## src/rtl/sat_clamp_pkg.sv

```systemverilog
// Package: shared types for the saturating clamp stage.
// Assumes destination widths are DATA_W >> k for k = NUM_W-1 .. 0.
package sat_clamp_pkg;

    // Destination width codes; the code order sets the lane order.
    typedef enum logic [1:0] {
        EW_8  = 2'd0,
        EW_16 = 2'd1,
        EW_32 = 2'd2,
        EW_64 = 2'd3
    } ewidth_e;

    // Out-of-range indications for one destination width.
    typedef struct packed {
        logic s_over;
        logic s_under;
        logic u_over;
        logic u_under;
    } range_flags_t;

endpackage

```

## src/rtl/sat_clamp_lanes.sv

```systemverilog
// Module: sat_clamp_lanes
// Evaluates the wide value against every supported destination width in
// parallel and muxes out the lane picked by the width code.
// Assumes the wide value is two's complement, DATA_W data bits plus a sign
// (guard) bit, and that lane i has width DATA_W >> (NUM_W-1-i).
module sat_clamp_lanes
    import sat_clamp_pkg::*;
#(
    parameter int DATA_W = 64,
    parameter int NUM_W  = 4,
    localparam int SEL_W = $clog2(NUM_W)
) (
    input  logic [DATA_W:0]   wide,
    input  logic [SEL_W-1:0]  sel,
    output range_flags_t      flags,
    output logic [DATA_W-1:0] wrap_s,
    output logic [DATA_W-1:0] wrap_u,
    output logic [DATA_W-1:0] smax,
    output logic [DATA_W-1:0] smin,
    output logic [DATA_W-1:0] umax
);

    range_flags_t              lane_flags  [NUM_W];
    logic [DATA_W-1:0]         lane_wrap_s [NUM_W];
    logic [DATA_W-1:0]         lane_wrap_u [NUM_W];
    logic [DATA_W-1:0]         lane_smax   [NUM_W];
    logic [DATA_W-1:0]         lane_umax   [NUM_W];

    logic sign_bit;
    assign sign_bit = wide[DATA_W];

    for (genvar i = 0; i < NUM_W; i++) begin : g_lane
        localparam int LW = DATA_W >> (NUM_W - 1 - i);
        localparam logic [DATA_W-1:0] ONE = {{(DATA_W-1){1'b0}}, 1'b1};
        localparam logic [DATA_W-1:0] LOW_MASK =
            (LW >= DATA_W) ? {DATA_W{1'b1}} : ((ONE << LW) - ONE);
        localparam logic [DATA_W-1:0] HI_MASK = ~(LOW_MASK >> 1);

        logic [DATA_W-1:0] hi_s;
        logic              hi_u_any;

        // Range tests: signed needs bits LW-1 and up to equal the sign bit.
        always_comb begin
            hi_s     = wide[DATA_W-1:0] & HI_MASK;
            hi_u_any = |(wide[DATA_W-1:0] & ~LOW_MASK);
            lane_flags[i].s_over  = !sign_bit && (hi_s != '0);
            lane_flags[i].s_under = sign_bit && (hi_s != HI_MASK);
            lane_flags[i].u_over  = !sign_bit && hi_u_any;
            lane_flags[i].u_under = sign_bit;
        end

        // Wrapped values and bounds for this lane.
        always_comb begin
            lane_wrap_u[i] = wide[DATA_W-1:0] & LOW_MASK;
            lane_wrap_s[i] = lane_wrap_u[i] | (wide[LW-1] ? ~LOW_MASK : '0);
            lane_umax[i]   = LOW_MASK;
            lane_smax[i]   = LOW_MASK >> 1;
        end
    end

    // Lane select by destination width code.
    always_comb begin
        flags  = lane_flags[sel];
        wrap_s = lane_wrap_s[sel];
        wrap_u = lane_wrap_u[sel];
        smax   = lane_smax[sel];
        smin   = ~lane_smax[sel];
        umax   = lane_umax[sel];
    end

endmodule

```

## src/rtl/sat_clamp_pick.sv

```systemverilog
// Module: sat_clamp_pick
// Chooses the final narrowed value from the selected lane: clamp to a bound
// when saturating and out of range, otherwise the wrapped value.
// Assumes the lane outputs already carry the 64-bit extension.
module sat_clamp_pick
    import sat_clamp_pkg::*;
#(
    parameter int DATA_W = 64
) (
    input  logic              is_signed,
    input  logic              sat_en,
    input  range_flags_t      flags,
    input  logic [DATA_W-1:0] wrap_s,
    input  logic [DATA_W-1:0] wrap_u,
    input  logic [DATA_W-1:0] smax,
    input  logic [DATA_W-1:0] smin,
    input  logic [DATA_W-1:0] umax,
    output logic [DATA_W-1:0] res,
    output logic              clamped
);

    // Final value and clamp indication.
    always_comb begin
        res     = is_signed ? wrap_s : wrap_u;
        clamped = 1'b0;
        if (sat_en) begin
            if (is_signed) begin
                if (flags.s_over) begin
                    res = smax;  clamped = 1'b1;
                end else if (flags.s_under) begin
                    res = smin;  clamped = 1'b1;
                end
            end else begin
                if (flags.u_over) begin
                    res = umax;  clamped = 1'b1;
                end else if (flags.u_under) begin
                    res = '0;    clamped = 1'b1;
                end
            end
        end
    end

endmodule

```

## src/rtl/sat_clamp_stage.sv

```systemverilog
// Module: sat_clamp_stage (top)
// One registered stage narrowing a wide integer result to a destination
// element width with optional signed/unsigned saturation, a per-element
// overflow flag and an illegal-combination flag.
// Assumes DATA_W = 64 with NUM_W = 4 widths (8/16/32/64); reset is
// synchronous and active low.
module sat_clamp_stage
    import sat_clamp_pkg::*;
#(
    parameter int DATA_W = 64,
    parameter int NUM_W  = 4,
    localparam int SEL_W = $clog2(NUM_W)
) (
    input  logic              clk,
    input  logic              rst_n,
    input  logic              in_valid,
    input  logic [DATA_W:0]   in_wide,
    input  logic [SEL_W-1:0]  in_ewidth,
    input  logic              in_signed,
    input  logic              in_sat_en,
    input  logic              in_rc,
    input  logic              in_oe,
    output logic              out_valid,
    output logic [DATA_W-1:0] out_res,
    output logic              out_ov,
    output logic              out_illegal
);

    range_flags_t      flags;
    logic [DATA_W-1:0] wrap_s, wrap_u, smax, smin, umax;
    logic [DATA_W-1:0] nxt_res;
    logic              clamped;

    sat_clamp_lanes #(.DATA_W(DATA_W), .NUM_W(NUM_W)) u_lanes (
        .wide   (in_wide),
        .sel    (in_ewidth),
        .flags  (flags),
        .wrap_s (wrap_s),
        .wrap_u (wrap_u),
        .smax   (smax),
        .smin   (smin),
        .umax   (umax)
    );

    sat_clamp_pick #(.DATA_W(DATA_W)) u_pick (
        .is_signed (in_signed),
        .sat_en    (in_sat_en),
        .flags     (flags),
        .wrap_s    (wrap_s),
        .wrap_u    (wrap_u),
        .smax      (smax),
        .smin      (smin),
        .umax      (umax),
        .res       (nxt_res),
        .clamped   (clamped)
    );

    // Output register: capture on valid, hold otherwise.
    always_ff @(posedge clk) begin
        if (!rst_n) begin
            out_valid   <= 1'b0;
            out_res     <= '0;
            out_ov      <= 1'b0;
            out_illegal <= 1'b0;
        end else begin
            out_valid <= in_valid;
            if (in_valid) begin
                out_res     <= nxt_res;
                out_ov      <= in_rc && clamped;
                out_illegal <= in_sat_en && in_oe;
            end
        end
    end

    // Marks that the previous edge was outside reset, for $past checks.
    logic armed;
    always_ff @(posedge clk) begin
        if (!rst_n) armed <= 1'b0;
        else        armed <= 1'b1;
    end

    a_r8_valid_delay: assert property (@(posedge clk) disable iff (!rst_n)
        armed |-> (out_valid == $past(in_valid)));

    a_r8_hold: assert property (@(posedge clk) disable iff (!rst_n)
        (armed && !$past(in_valid)) |-> ($stable(out_res) && $stable(out_ov)
                                         && $stable(out_illegal)));

    a_r7_illegal: assert property (@(posedge clk) disable iff (!rst_n)
        (armed && $past(in_valid)) |->
            (out_illegal == ($past(in_sat_en) && $past(in_oe))));

    a_r5_ov_gated: assert property (@(posedge clk) disable iff (!rst_n)
        (armed && $past(in_valid) && out_ov) |->
            ($past(in_rc) && $past(in_sat_en)));

    a_r1_unsigned_byte: assert property (@(posedge clk) disable iff (!rst_n)
        (armed && $past(in_valid && in_sat_en && !in_signed && (in_ewidth == EW_8)))
            |-> (out_res[DATA_W-1:8] == '0));

    a_r2_signed_byte: assert property (@(posedge clk) disable iff (!rst_n)
        (armed && $past(in_valid && in_sat_en && in_signed && (in_ewidth == EW_8)))
            |-> ((&out_res[DATA_W-1:7]) || !(|out_res[DATA_W-1:7])));

    a_r6_no_ov_wrap: assert property (@(posedge clk) disable iff (!rst_n)
        (armed && $past(in_valid && !in_sat_en)) |-> !out_ov);

endmodule

```

## config.mk

```make
export PLATFORM = sky130hd
export DESIGN_NAME = sat_clamp_stage
export DESIGN_NICKNAME = d
export VERILOG_FILES = /design/src/rtl/sat_clamp_pkg.sv /design/src/rtl/sat_clamp_lanes.sv /design/src/rtl/sat_clamp_pick.sv /design/src/rtl/sat_clamp_stage.sv
export SDC_FILE = /design/constraint.sdc
export NUM_CORES = 1
export LEC_CHECK = 0
export BUFFER_PORTS_ARGS = -buffer_cell sky130_fd_sc_hd__buf_4
export CORE_MARGIN = 5
export CORE_UTILIZATION = 35
export CTS_BUF_LIST = sky130_fd_sc_hd__clkbuf_8 sky130_fd_sc_hd__clkbuf_16
export CTS_CLUSTER_SIZE = 28
export DETAILED_ROUTE_END_ITERATION = 16
export SETUP_SLACK_MARGIN = 0.4
export SLEW_MARGIN = 5
export SYNTH_ARGS = -nofsm -noshare
export SYNTH_HDL_FRONTEND = slang
export SYNTH_SLANG_ARGS = --single-unit
```

## constraint.sdc

```tcl
create_clock -name clk -period 2.1 [get_ports clk]
set_input_delay 0.21 -clock clk [delete_from_list [all_inputs] [get_ports clk]]
set_output_delay 0.21 -clock clk [all_outputs]
set_load 0.02 [all_outputs]
```

==> metrics.md <==
| Metric | Value |
|---|---|
| Post-route insts no fill | 847 |
| Worst path required time | 2.35 ns |
| Switch share | 0.325 |
| Reg clk slew, reported paths | 0.07 ns |
| Critical R2R Launch | out_res[13] |
| Cell area after layout | 0.00676 mm2 |
| Synth Area in Compound Gates | 0.343 |
| Nets | 776 |
| Yosys warning count | 0 |
| Yosys top cell area share | 0.346 |
| Total chip power | 3.92 mW |
| HP Start | in_wide[1] |
| Sequential fraction of the synthesis area | 0.346 |
| Hold slack final | 0.0569 ns |
| Synth area leader | dfxtp_1 |
| FF+latch count, synth | 67 |
| CTS tree | done |
| Avg Vias per Cell | 5.70 |
| Final hold vios | 0 |
| CP max FO | 6 |
| Asr flop ratio synth | 0 |
| Initial antenna violation count | 0 |
| Clk root buf | clkbuf_8 |
| Vias | 4832 |
| Max-cap violation count | 0 |
| Util after Layout | 0.623 |
| Clock group share of total power | 0.312 |
| RSZ-0062 raised after global routing | yes |
| Main combinational cell family by area after synthesis | compound AO/OA/AOI/OAI gates |
| H-tree depth | 3 |
| Die width | 115 um |
| Worst-margin pin slew | 0.788 ns |
| Post-synth top flop | dfxtp_1 |
| Normalized max-slew margin | 0.472 |
| Fin crit period | 1.91 ns |
| Reg2Reg Setup Slack | 1.13 ns |
| Vias in the first global route | 4890 |
| Share of layout cells above drive strength 1 | 0.537 |
| Pre-CTS setup slack | -0.287 ns |
| Dominant cells by area after synthesis | dfxtp_1, o21ai_0, a21oi_1, nand2_1, nand3_1 |
| Gate Count Post-Synth | 490 |
| # setup viols final | 0 |
| Logic pwr share | 0.321 |
| Synth-to-layout area growth | 74.4% |
| Psw | 1.27 mW |
| Overflow after GRT | 0 |
| DR top layer | met4 |
| Setup TNS | 0 ns |
| Dpl cell area | 0.00598 mm2 |
| Starting Density | 0.357 |
| Outcome | complete, no violations |
| Post-synthesis xor/xnor area fraction | 0 |
| Longest Clk Path Bufs | 2 |
| First-pass GRT wire length | 24200 um |
| Syn nets | 564 |
| CORE AREA | 0.0108 mm2 |
| Hold path endpoint | out_res[1] |
| Largest net degree at the start of global routing | 35 |
| Final-report max-slew violation count | 0 |
| Die H | 115 um |
| Boundary Pins | 141 |
| Hold WC Path Type | in2reg |
| Clk sinks | 67 |
| Flop pwr share | 0.367 |
| WL met3 | 885 um |
| Post-Route Skew | 0 ns |
| Post-synth EDFFs | 0 |
| Final WL | 15400 um |
| Row count | 38 |
| CP Data Arrival Time | 2.15 ns |
| Post-synthesis adder-cell area fraction | 0 |
| CTS buffer count | 9 |
| Mux share of post-synthesis cell area | 0.00517 |
| Post-synth cell types | 60 |
| Reg-to-reg critical path endpoint | out_res[13] |
| Detailed Place HPWL | 10600 um |
| WL met1 | 6400 um |
| Worst hold stages | 3 |
| Kind of critical path | in2reg |
| Critical Path Source Type | input pin |
| Netlist Area Pre-Place | 0.00387 mm2 |
| Final ANT Viol Nets | 0 |
| R2R cell count | 3 |
| Fmax | 524 MHz |
| Crit share post-route | 0.908 |
| Post-synth top cells | o21ai_0, dfxtp_1, nand2_1 |
| Final worst slack | 0.193 ns |
| Post-Synth Simple-Gate Area | 0.244 |
| DIE AREA | 0.0133 mm2 |
| RePlAce Congestion | 0.920 |
| PwrDens | 580 mW/mm2 |
| Peak VDD IR | 381 uV |
| Total Routing Usage GR | 0.225 |
| ANT cells | 0 |
| Detailed Routing Iterations Pass 1 | 6 |
| Quantity of hold-fixing buffers added after cts | 0 |
| DR iter-0 viols | 344 |
| Worst-Skew Late Latency | 0.35 ns |
| Syn avg cell area | 7.91 um2 |
| Port Buf Inserts | 140 |
| Cell Count Post-Placement | 822 |
| Crit. End Element | register |
| DR WL met2 | 7830 um |
| WL/cell | 18.1 um |
| Leakage power | 2.78 nW |
| Most frequent cell after synthesis | o21ai_0 |
| DRC | 0 |
| P_int | 2.65 mW |
[layout make-up]
cell class | count | area [um2]
inverter | 9 | 37.5
timing repair buffer | 245 | 2090
multi-input combinational | 370 | 2890
clock buffer | 10 | 138
tap | 140 | 175
sequential | 67 | 1340
fill | 943 | 4080
clock inverter | 6 | 81.3
[worst max path at each step]
stage               cells after the start  slack (ns)         from     endpoint
global placement                        9       -0.26  in_wide[51]  out_res[12]
CTS                                    12        0.23  in_wide[40]  out_res[18]
global route                           10        0.12  in_wide[35]  out_res[55]
floorplan                               8        0.02  in_wide[35]  out_res[11]
detailed placement                      9       -0.29  in_wide[51]  out_res[10]
finish                                 10        0.19  in_wide[37]  out_res[18]
[cells by family after synthesis]
logic type | Yosys count
AO/OA/AOI/OAI | 190
buffers and inverters | 53
flip-flops | 67
multiplexers | 2
AND/OR/NAND/NOR | 178
[timing repair]
item	in CTS	in global routing
endpoints found under the setup margin	65	65
setup buffers	5	1
pin swaps	19	19
endpoints found under the hold margin	0	0
resized for setup	60	32
cloned	2	1
[worst max-delay path: stages]
cell and delay, ns:
buf_6 0.10, nor4_4 0.26, nand4_1 0.15, buf_6 0.16
nor3_4 0.17, buf_6 0.15, a2111o_1 0.27, nand2b_4 0.08
a311o_1 0.36, a32o_1 0.22
[layer usage]
| layer | up-vias | global-route usage |
|---|---|---|
| li1 | 2293 | - |
| met1 | 2382 | 0.277 |
| met2 | 137 | 0.387 |
| met3 | 20 | 0.0511 |
| met4 | 0 | 0.0782 |
| met5 | - | 0 |
[cells in the final DEF (no fill, tap or decap), types with 3 or more instances in the layout]
cell type	Yosys	routed
nor2_1	18	17
a211o_1	8	8
buf_12	0	7
nand3_1	36	4
a221oi_2	9	10
inv_1	8	9
buf_8	0	4
nor4_4	1	8
clkbuf_8	0	10
o31ai_1	8	7
nor4_1	20	11
buf_4	4	211
a22oi_2	1	8
buf_6	2	20
a21oi_1	42	19
a31oi_1	7	5
a221oi_1	5	4
nand4_1	17	17
nand2_1	51	51
dfxtp_1	67	67
a21oi_2	1	23
o21ai_0	71	67
nor3_2	0	6
o21ai_1	0	3
nor3_1	14	7
nand3_4	1	5
a21boi_0	4	3
nand3_2	0	28
nor4_2	3	5
nor2b_1	5	4
[registers in the layout, indices dropped and copies added (netlist names)]
register,cells
out_res,64
out_valid,1
out_illegal,1
out_ov,1
[power by group through the flow]
| stage | logic (mW) | registers, mW | clock network, mW |
|---|---|---|---|
| after detailed placement | 1.12 | 1.46 | 0 |
| after global placement | 1.10 | 1.46 | 0 |
| after floorplan | 0.432 | 1.58 | 0 |
| after global routing | 1.34 | 1.45 | 1.31 |
| after CTS | 1.21 | 1.44 | 1.24 |
| final | 1.26 | 1.44 | 1.22 |
No activity file was read; power rests on OpenSTA's default activity.
